===== src/rtl/eep_rd_pkg.sv =====
package eep_rd_pkg;
  typedef enum logic [3:0] {
    RD_IDLE,
    RD_PRE_LO,
    RD_PRE_HI,
    RD_UNSTICK,
    RD_START,
    RD_TX,
    RD_RX,
    RD_STOP_PULSE,
    RD_STOP_REL
  } rd_state_e;

  localparam int unsigned BYTE_W = 8;
endpackage


===== src/rtl/eep_phase_timer.sv =====
module eep_phase_timer #(
  parameter int unsigned HALF_CYC = 1250
) (
  input  logic clk,
  input  logic rst_n,
  input  logic run,
  output logic tick
);
  localparam int unsigned CW = (HALF_CYC > 1) ? $clog2(HALF_CYC) : 1;
  localparam logic [CW-1:0] LAST = CW'(HALF_CYC - 1);

  logic [CW-1:0] cnt_q, cnt_d;

  assign tick = run && (cnt_q == '0);

  always_comb begin
    cnt_d = cnt_q;
    if (!run || tick) cnt_d = LAST;
    else              cnt_d = cnt_q - 1'b1;
  end

  always_ff @(posedge clk or negedge rst_n) begin
    if (!rst_n) cnt_q <= LAST;
    else        cnt_q <= cnt_d;
  end
endmodule


===== src/rtl/eep_in_sync.sv =====
module eep_in_sync #(
  parameter int unsigned STAGES = 2
) (
  input  logic clk,
  input  logic rst_n,
  input  logic din,
  output logic dout
);
  logic [STAGES-1:0] chain_q;

  generate
    for (genvar g = 0; g < STAGES; g++) begin : g_stage
      if (g == 0) begin : g_first
        always_ff @(posedge clk or negedge rst_n) begin
          if (!rst_n) chain_q[0] <= 1'b1;
          else        chain_q[0] <= din;
        end
      end else begin : g_next
        always_ff @(posedge clk or negedge rst_n) begin
          if (!rst_n) chain_q[g] <= 1'b1;
          else        chain_q[g] <= chain_q[g-1];
        end
      end
    end
  endgenerate

  assign dout = chain_q[STAGES-1];
endmodule


===== src/rtl/eep_shifter.sv =====
module eep_shifter #(
  parameter int unsigned W = 8
) (
  input  logic         clk,
  input  logic         rst_n,
  input  logic         load,
  input  logic [W-1:0] load_val,
  input  logic         shift,
  input  logic         sin,
  output logic [W-1:0] q
);
  logic [W-1:0] q_d;

  always_comb begin
    q_d = q;
    if (load)       q_d = load_val;
    else if (shift) q_d = {q[W-2:0], sin};
  end

  always_ff @(posedge clk or negedge rst_n) begin
    if (!rst_n) q <= '0;
    else        q <= q_d;
  end
endmodule


===== src/rtl/eep_seq_reader.sv =====
module eep_seq_reader
  import eep_rd_pkg::*;
#(
  parameter int unsigned HALF_CYC    = 1250,
  parameter int unsigned RETRY_MAX   = 10,
  parameter logic [6:0]  DEV_ADDR    = 7'h50,
  parameter int unsigned SYNC_STAGES = 2
) (
  input  logic              clk,
  input  logic              rst_n,
  input  logic              start_i,
  input  logic [BYTE_W-1:0] count_i,
  input  logic              sda_i,
  output logic              scl_drv_o,
  output logic              sda_drv_o,
  output logic [BYTE_W-1:0] data_o,
  output logic              valid_o,
  output logic              done_o,
  output logic              error_o,
  output logic              busy_o
);
  localparam int unsigned TRY_W = $clog2(RETRY_MAX + 1);
  localparam logic [TRY_W-1:0] TRY_LAST = TRY_W'(RETRY_MAX - 1);
  localparam logic [BYTE_W-1:0] WR_BYTE = {DEV_ADDR, 1'b0};
  localparam logic [BYTE_W-1:0] RD_BYTE = {DEV_ADDR, 1'b1};

  rd_state_e         st_q, st_d;
  logic [1:0]        ph_q, ph_d;
  logic [3:0]        bc_q, bc_d;
  logic [TRY_W-1:0]  try_q, try_d;
  logic [1:0]        hdr_q, hdr_d;
  logic [BYTE_W-1:0] rem_q, rem_d;
  logic              scl_q, scl_d, sda_q, sda_d;
  logic              valid_q, valid_d, done_q, done_d, err_q, err_d;
  logic              tick, sda_s, sh_load, sh_shift;
  logic [BYTE_W-1:0] sh_val, sh_q;
  logic              pulse_drv;

  eep_phase_timer #(.HALF_CYC(HALF_CYC)) u_timer (
    .clk(clk), .rst_n(rst_n), .run(st_q != RD_IDLE), .tick(tick)
  );

  eep_in_sync #(.STAGES(SYNC_STAGES)) u_sync (
    .clk(clk), .rst_n(rst_n), .din(sda_i), .dout(sda_s)
  );

  eep_shifter #(.W(BYTE_W)) u_shift (
    .clk(clk), .rst_n(rst_n), .load(sh_load), .load_val(sh_val),
    .shift(sh_shift), .sin(sda_s), .q(sh_q)
  );

  // next-state logic
  always_comb begin
    st_d = st_q; ph_d = ph_q; bc_d = bc_q; try_d = try_q;
    hdr_d = hdr_q; rem_d = rem_q;
    valid_d = 1'b0; done_d = 1'b0; err_d = 1'b0;
    sh_load = 1'b0; sh_shift = 1'b0; sh_val = WR_BYTE;
    unique case (st_q)
      RD_IDLE: if (start_i) begin
        if (count_i == '0) done_d = 1'b1;
        else begin
          st_d = RD_PRE_LO; rem_d = count_i; hdr_d = 2'd0;
        end
      end
      RD_PRE_LO: if (tick) st_d = RD_PRE_HI;
      RD_PRE_HI: if (tick) begin
        if (sda_s) st_d = RD_START;
        else begin st_d = RD_UNSTICK; ph_d = 2'd0; try_d = '0; end
      end
      RD_UNSTICK: if (tick) begin
        if (ph_q != 2'd2) ph_d = ph_q + 2'd1;
        else if (sda_s) st_d = RD_START;
        else if (try_q == TRY_LAST) begin st_d = RD_IDLE; err_d = 1'b1; end
        else begin try_d = try_q + 1'b1; ph_d = 2'd0; end
      end
      RD_START: if (tick) begin
        st_d = RD_TX; ph_d = 2'd0; bc_d = 4'd0; sh_load = 1'b1;
        sh_val = (hdr_q == 2'd2) ? RD_BYTE : WR_BYTE;
      end
      RD_TX: if (tick) begin
        if (ph_q != 2'd2) ph_d = ph_q + 2'd1;
        else begin
          ph_d = 2'd0;
          if (bc_q != 4'd8) begin bc_d = bc_q + 4'd1; sh_shift = 1'b1; end
          else if (sda_s) begin st_d = RD_IDLE; err_d = 1'b1; end
          else begin
            bc_d = 4'd0;
            unique case (hdr_q)
              2'd0:    begin hdr_d = 2'd1; sh_load = 1'b1; sh_val = '0; end
              2'd1:    begin hdr_d = 2'd2; st_d = RD_PRE_LO; end
              default: st_d = RD_RX;
            endcase
          end
        end
      end
      RD_RX: if (tick) begin
        if (ph_q != 2'd2) ph_d = ph_q + 2'd1;
        else begin
          ph_d = 2'd0;
          if (bc_q != 4'd8) begin
            bc_d = bc_q + 4'd1; sh_shift = 1'b1;
            valid_d = (bc_q == 4'd7);
          end else begin
            bc_d = 4'd0; rem_d = rem_q - 1'b1;
            if (rem_q == 8'd1) begin st_d = RD_STOP_PULSE; try_d = '0; end
          end
        end
      end
      RD_STOP_PULSE: if (tick) begin
        if (ph_q != 2'd2) ph_d = ph_q + 2'd1;
        else st_d = RD_STOP_REL;
      end
      RD_STOP_REL: if (tick) begin
        if (sda_s) begin st_d = RD_IDLE; done_d = 1'b1; end
        else if (try_q == TRY_LAST) begin st_d = RD_IDLE; err_d = 1'b1; end
        else begin try_d = try_q + 1'b1; st_d = RD_STOP_PULSE; ph_d = 2'd0; end
      end
      default: st_d = RD_IDLE;
    endcase
  end

  // pin drive for the state being entered (1 pulls the line low)
  always_comb begin
    unique case (st_d)
      RD_TX:   pulse_drv = (bc_d != 4'd8) ? ~sh_q[BYTE_W-1] : 1'b0;
      RD_RX:   pulse_drv = (bc_d == 4'd8) && (rem_q != 8'd1);
      default: pulse_drv = 1'b1;
    endcase
    scl_d = 1'b0; sda_d = 1'b0;
    unique case (st_d)
      RD_PRE_LO:  scl_d = 1'b1;
      RD_UNSTICK: scl_d = (ph_d != 2'd2);
      RD_START:   sda_d = 1'b1;
      RD_TX, RD_RX, RD_STOP_PULSE: begin
        scl_d = (ph_d != 2'd2);
        sda_d = (ph_d == 2'd0) ? sda_q : pulse_drv;
      end
      default: ;
    endcase
  end

  always_ff @(posedge clk or negedge rst_n) begin
    if (!rst_n) begin
      st_q <= RD_IDLE; ph_q <= '0; bc_q <= '0; try_q <= '0;
      hdr_q <= '0; rem_q <= '0; scl_q <= 1'b0; sda_q <= 1'b0;
      valid_q <= 1'b0; done_q <= 1'b0; err_q <= 1'b0;
    end else begin
      st_q <= st_d; ph_q <= ph_d; bc_q <= bc_d; try_q <= try_d;
      hdr_q <= hdr_d; rem_q <= rem_d; scl_q <= scl_d; sda_q <= sda_d;
      valid_q <= valid_d; done_q <= done_d; err_q <= err_d;
    end
  end

  assign scl_drv_o = scl_q;
  assign sda_drv_o = sda_q;
  assign data_o    = sh_q;
  assign valid_o   = valid_q;
  assign done_o    = done_q;
  assign error_o   = err_q;
  assign busy_o    = (st_q != RD_IDLE);
endmodule


===== config.mk =====
export PLATFORM = sky130hd
export DESIGN_NAME = eep_seq_reader
export DESIGN_NICKNAME = d
export VERILOG_FILES = /design/src/rtl/eep_rd_pkg.sv /design/src/rtl/eep_phase_timer.sv /design/src/rtl/eep_in_sync.sv /design/src/rtl/eep_shifter.sv /design/src/rtl/eep_seq_reader.sv
export SDC_FILE = /design/constraint.sdc
export NUM_CORES = 1
export LEC_CHECK = 0
export BUFFER_PORTS_ARGS = -buffer_cell sky130_fd_sc_hd__buf_2
export CAP_MARGIN = 10
export CELL_PAD_IN_SITES_DETAIL_PLACEMENT = 1
export CELL_PAD_IN_SITES_GLOBAL_PLACEMENT = 1
export CORE_ASPECT_RATIO = 1.2
export CORE_UTILIZATION = 41
export DETAILED_ROUTE_END_ITERATION = 10
export GPL_ROUTABILITY_DRIVEN = 0
export PLACE_DENSITY_LB_ADDON = 0.1
export SETUP_SLACK_MARGIN = 0.05
export SYNTH_ARGS = -nofsm -noshare
export SYNTH_HDL_FRONTEND = slang
export SYNTH_SLANG_ARGS = --single-unit

===== constraint.sdc =====
create_clock -name clk -period 3.2 [get_ports clk]
set_clock_uncertainty 0.2 [all_clocks]
set_input_delay 0.16 -clock clk [delete_from_list [all_inputs] [get_ports clk]]
set_output_delay 0.16 -clock clk [all_outputs]
set_load 0.1 [all_outputs]

# --- Yosys cells after proc, flatten, opt, wreduce, memory -nomap -nowiden ---
# Index checks and enable logic that the tools add are counted.
totals:
  regBits: 50
  latch_bits: 0
  ramBits: 0
  romBits: 0
  in_bits: 12
  output_inout_bits: 14
  wordCells: 201
  memories: 0
classes:
  add_sub_neg: 5
  mul: 0
  div: 0
  order_cmp: 0
  n_eq_ne: 42
  shifts: 0
  mux: 118
  n_bitwise: 1
  reduce_logical: 20
ops:
  columns: ["op", "count"]
  rows:
  - ["$mux W4", 39]
  - ["$mux W8", 12]
  - ["$eq A4 B3 Y1 const B", 9]
  - ["$mux W2", 18]
  - ["$pmux W4 S9", 1]
  - ["$pmux W8 S2", 2]
  - ["$mux W1", 30]
  - ["$ne A2 B2 Y1 const B", 13]
  - ["$pmux W4 S4", 1]
  - ["$eq A4 B2 Y1 const B", 3]
  - ["$eq A4 B4 Y1 const B", 3]
  - ["$pmux W2 S6", 1]
  - ["$pmux W4 S3", 1]
  - ["$logic_not A11 Y1", 1]
  - ["$mux W11", 1]
  - ["$sub A11 B1 Y11 const B", 1]
  - ["$ne A2 B1 Y1 const B", 5]
  - ["$pmux W1 S2", 5]
  - ["$reduce_and A10 Y1", 1]
  - ["$mux W3", 3]
  - ["$add A4 B1 Y4 const B", 2]
  - ["$eq A4 B1 Y1 const B", 2]
  - ["$eq A8 B1 Y1 const B", 1]
  - ["$logic_not A8 Y1", 1]
  - ["other kinds (23)", 30]

# --- Longest topological paths before layout ---
depth:
  depth_word: 11
  ltp_mapped: 13
  mapped_depth_nobuf: 10

# --- Cells and area by module ---
# From an unflattened synthesis, not the netlist that was laid out.
unflattened:
  hier_cells: 358
  area_unflattened_um2: 3265.6
modules_own_cells:
  columns: ["module", "instances", "cells_each", "area_per_inst_um2", "seq_area_each_um2"]
  rows:
  - ["eep_seq_reader", 1, 269, 2259.7, 725.7]
  - ["eep_phase_timer", 1, 53, 580.6, 281.5]
  - ["eep_shifter", 1, 34, 372.9, 200.2]
  - ["eep_in_sync", 1, 2, 52.6, 52.6]

# --- Worst setup path before layout ---
# Ideal clock, no wire load.
synth_timing:
  path_type: "reg-to-reg"
  from: "register st_q[2]"
  to: "register sda_q (netlist: sda_drv_o)"
  setup_time_ns: 0.125
  t_arrival_ns: 3.145
  required_time_ns: 2.875
  path_slack_ns: -0.270
  stages_incl_launch_ff: 8
  n_path_buf: 0
  period_less_slack_ns: 3.470
  path_cell_list: "dfrtp_1 -> nor4_1 -> clkinv_1 -> a31o_2 -> nand4_1 -> a221oi_1 -> a31oi_1 -> a21boi_2"
synth_via:
  elab_cells_between_ends: 59
  classes_between: "15 x eq/ne; 37 x mux; 7 x reduce/logical"
synth_rtl:
  columns: ["item", "line", "rtl"]
  rows:
  - ["from (decl)", "eep_seq_reader.sv:27", "rd_state_e st_q, st_d;"]
  - ["from (signal assigned)", "eep_seq_reader.sv:144", "st_q <= RD_IDLE; ph_q <= '0; bc_q <= '0; try_q <= '0;"]
  - ["from (signal assigned)", "eep_seq_reader.sv:148", "st_q <= st_d; ph_q <= ph_d; bc_q <= bc_d; try_q <= try_d;"]
  - ["$reduce_bool A4 Y1 *", null, null]
  - ["via busy_o", "eep_seq_reader.sv:20", "output logic busy_o"]
  - ["$logic_and A1 B1 Y1 *", "eep_phase_timer.sv:14", "assign tick = run && (cnt_q == '0);"]
  - ["$mux W4 (on tied branches)", "eep_seq_reader.sv:96, eep_seq_reader.sv:76, eep_seq_reader.sv:80", null]
  - ["$pmux W4 S3", "eep_seq_reader.sv:58", "unique case (st_q)"]
  - ["$ne A4 B4 Y1 or $eq A4 B4 Y1 (tied branches)", "eep_seq_reader.sv:125, eep_seq_reader.sv:126", null]
  - ["$mux W1 or $logic_and A1 B1 Y1 (tied branches)", "eep_seq_reader.sv:125, eep_seq_reader.sv:126", null]
  - ["$pmux W1 S2", "eep_seq_reader.sv:124", "unique case (st_d)"]
  - ["$mux W1", "eep_seq_reader.sv:136", "sda_d = (ph_d == 2'd0) ? sda_q : pulse_drv;"]
  - ["$pmux W1 S2", "eep_seq_reader.sv:130", "unique case (st_d)"]
  - ["to (signal assigned)", "eep_seq_reader.sv:145", "hdr_q <= '0; rem_q <= '0; scl_q <= 1'b0; sda_q <= 1'b0;"]
  - ["to (signal assigned)", "eep_seq_reader.sv:149", "hdr_q <= hdr_d; rem_q <= rem_d; scl_q <= scl_d; sda_q <= sda_d;"]
  - ["to (decl)", "eep_seq_reader.sv:33", "logic scl_q, scl_d, sda_q, sda_d;"]
# Mark *: on every way through the listed nets, which the timed path passes. The rest lies on a longest branch. The select of a mux whose other input is x is not followed.
# A chain may end at the register's enable or synchronous reset.

# --- Worst setup path after layout ---
layout_timing:
  from: "register ph_q[0]"
  to: "register sda_q (netlist: sda_drv_o)"
layout_via:
  elab_chain_len: 9
  elab_cells_between_ends: 43
  classes_between: "1 x add/sub; 8 x eq/ne; 31 x mux; 3 x reduce/logical"
layout_rtl:
  columns: ["item", "line", "rtl"]
  rows:
  - ["from (decl)", "eep_seq_reader.sv:28", "logic [1:0] ph_q, ph_d;"]
  - ["from (signal assigned)", "eep_seq_reader.sv:144", null]
  - ["from (signal assigned)", "eep_seq_reader.sv:148", null]
  - ["$ne A2 B2 Y1", null, null]
  - ["$mux W4 (on tied branches)", "eep_seq_reader.sv:97, eep_seq_reader.sv:81", null]
  - ["$mux W4 (on tied branches)", "eep_seq_reader.sv:96, eep_seq_reader.sv:80", null]
  - ["$pmux W4 S3", "eep_seq_reader.sv:58", null]
  - ["$ne A4 B4 Y1 or $eq A4 B4 Y1 (tied branches)", "eep_seq_reader.sv:125, eep_seq_reader.sv:126", null]
  - ["$mux W1 or $logic_and A1 B1 Y1 (tied branches)", "eep_seq_reader.sv:125, eep_seq_reader.sv:126", null]
  - ["$pmux W1 S2", "eep_seq_reader.sv:124", null]
  - ["$mux W1", "eep_seq_reader.sv:136", null]
  - ["$pmux W1 S2", "eep_seq_reader.sv:130", null]
# Several ways; a longest one is shown, not always the timed one. The select of a mux whose other input is x is not followed.

==> flow_summary.ini <==
[global_route]
grt_antenna_before_repair = 0
grt_use_total_pct = 25.5
first_global_vias = 3139
gr-total-overflow = 0
grt_pass1_wl_um = 15700
grt_max_degree = 49

[yosys]
synth_ff_type = dfrtp_1
synth-edff-count = 0
syn_area_um2 = 3130
synth_area_per_cell_um2 = 8.45
async_flop_share_pct = 100
syn_inst = 371
yosys_register_bits = 50
synth-seq-area-share_pct = 40.2
yosys_warnings = 0
yosys.cell_types.count = 62
syn-num-nets = 394

[floorplanning]
row_count = 34
die_x_um = 81.8
start_util_pct = 42.8
die_h_um = 97.8
dieArea_um2 = 8000
core_um2 = 7320
io_pins = 26

[cts]
clock_path_buffers = 2
numCtsBuffers = 5
cts.sinks = 50
clk_latency_ps = 310
htreeDepth = 2
path_clk_slew_ps = 100
tritoncts = yes
cts_root_buf = clkbuf_8

[setup_path]
cp.required_ps = 3200
slowest_stage = or4_4
r2r-end = sda_drv_o$_DFFE_PN0P_
cp.arrival_ps = 3070
worstSetupStartpoint = ph_q[0]$_DFF_PN0_
critical_path.max_stage_delay_ps = 550
crit_chain = inv_1 > ha_2 > or3b_4 > or4_4 > o31ai_2 > o21ai_1 > or4b_4 > a31o_1 > o221ai_2 > a21boi_2
r2r-start = ph_q[0]$_DFF_PN0_
crit_fanout = 5
criticalPathCategory = register to register
ff2ff_path_depth = 10
rrSetupSlack_ps = 130
crit_path_end_kind = register
crit_path_end = sda_drv_o$_DFFE_PN0P_
critPathLaunchType = register

[sta]
rsz0062_at_grt = no
finalCritPeriodShare_pct = 95.8
fmax_mhz = 326
final-max-slew-violation-count = 0
min_period_ps = 3070
final-hold-violation-count = 0
tightest_slew_ps = 615
setup_violations = 0
slew_headroom_pct = 58.9

[layout]
fillerInstances = 905
design_area_um2 = 3810
syn_to_final_growth_pct = 21.6
mostFrequentLayoutCells = 44 x nor2_1, 43 x dfrtp_1, 35 x nand2_1
nNetsFinal = 447
layout_commonest_cell = nor2_1
drive_gt1_share_pct = 22.1
diodes = 0

[detailed_routing]
routed-via-count = 3035
ant_nets = 0
drc = 0
wl_met1_um = 4000
dr_wl_met2_um = 4950
routed.top_layer = met4
initialDrtViolationCount = 94
routed_wl_um = 9490
routedWlPerCell_um = 18.4
first_pass_iters = 4
post_drt_via_cell_ratio = 5.89
routed-wl-met3_um = 192

[placement]
place_area_um2 = 3510
dpl.hpwl_um = 7160
portBuffers = 25

[power]
vdd_drop_max_v = 0.000214
power.density_nw_per_um2 = 307
total_power_mw = 1.17
p_leak_nw = 1.71

[outcome]
status = completed

[hold_path]
hold_path.class = input pin to register

[flow_run]
cap_violations = 0
synthesized netlist by cell type, types with 6 or more instances:
| library cell | instances | share of area, % |
|---|---|---|
| o21ai_0 | 36 | 5.7 |
| nand2_1 | 35 | 4.2 |
| nor2_1 | 45 | 5.4 |
| clkbuf_1 | 13 | 1.6 |
| nor4_1 | 6 | 1.2 |
| dfrtp_1 | 43 | 34 |
| o31ai_1 | 6 | 1.4 |
| inv_1 | 16 | 1.9 |
| nor3_1 | 12 | 1.9 |
| dfstp_2 | 7 | 5.9 |
| ha_1 | 11 | 4.4 |
| nand3_1 | 17 | 2.7 |
| a21oi_1 | 21 | 3.4 |
layer usage:
metal,track usage (%),up-vias
li1,-,1444
met3,3.93,25
met2,43.0,46
met5,0,-
met1,31.8,1520
met4,10.7,0
worst max-delay path, delay by kind of cell, from the launching register on:
family,cells,cell delay [ps]
compound gates,5,610
fa+ha+maj,1,200
buf+inv,1,90
flops,1,390
simple gates,3,1470
logic make-up (layout without fill, tap and decap cells):
group	after synthesis	after routing	share of synthesized area [%]
xor gates and xnor gates	7	7	1.96
buffers and inverters	34	88	4.23
AOI/OAI and AO/OA	104	104	21.3
DFF	50	50	40.2
muxes	8	8	2.67
adders and majority gates	11	11	4.39
and+or+nand+nor	157	157	25.3
cell type report:
cell class	instances	area, um^2	share of cell area [%]
multi-input cells	287	1800	47.3
flip-flops and latches	50	1260	33.0
repair buffers	63	450	11.8
well taps	90	113	2.95
clock inverters	2	38.8	1.02
clock buffers	6	82.6	2.17
inverters	17	65.1	1.71
per-stage QoR:
step | utilization, % | TNS (ps) | hold slack, ps | instances | setup slack [ps]
after global placement | 47.9 | 0 | 65.5 | 495 | 105
after detailed placement | 47.9 | 0 | 66.7 | 495 | 48.7
after CTS | 51.3 | 0 | 27.9 | 514 | 104
after floorplan | - | -63.2 | -336 | 371 | -63.2
final | 52.1 | 0 | 20.2 | 515 | 134
after global routing | 52.1 | 0 | 48.1 | 515 | 45.5
state kept, by name, indices dropped and copies added (netlist names), 2 cells and up:
register	count
u_shift.q	8
bc_q	4
st_q	4
u_timer.cnt_q	11
rem_q	8
hdr_q	2
ph_q	2
try_q	4
repair_timing:
| item | in CTS | in global routing |
|---|---|---|
| resized for setup | 3 | 11 |
| endpoints found under the setup margin | 1 | 7 |
| pin swaps | 0 | 1 |
| setup buffers | 0 | 0 |
| hold endpoints to repair | 52 | 0 |
| hold buffers | 11 | 0 |
power breakdown:
group / leakage (nW) / switching, mW / internal (mW)
logic: 0.991 / 0.0262 / 0.0213
clock network: 0.0618 / 0.225 / 0.258
registers: 0.656 / 0.00430 / 0.635
how the worst min path moves through the flow:
stage | start | to | slack [ps] | cells past startpoint
global placement | sda_i | u_sync.chain_q[0]$_DFF_PN1_ | 70 | 1
global route | count_i[7] | rem_q[7]$_DFFE_PN0P_ | 50 | 3
floorplan | rst_n | bc_q[0]$_DFF_PN0_ | -340 | 0
CTS | count_i[7] | rem_q[7]$_DFFE_PN0P_ | 30 | 3
finish | count_i[7] | rem_q[7]$_DFFE_PN0P_ | 20 | 3
detailed placement | sda_i | u_sync.chain_q[0]$_DFF_PN1_ | 70 | 1
(Power assumes the default switching activity.)
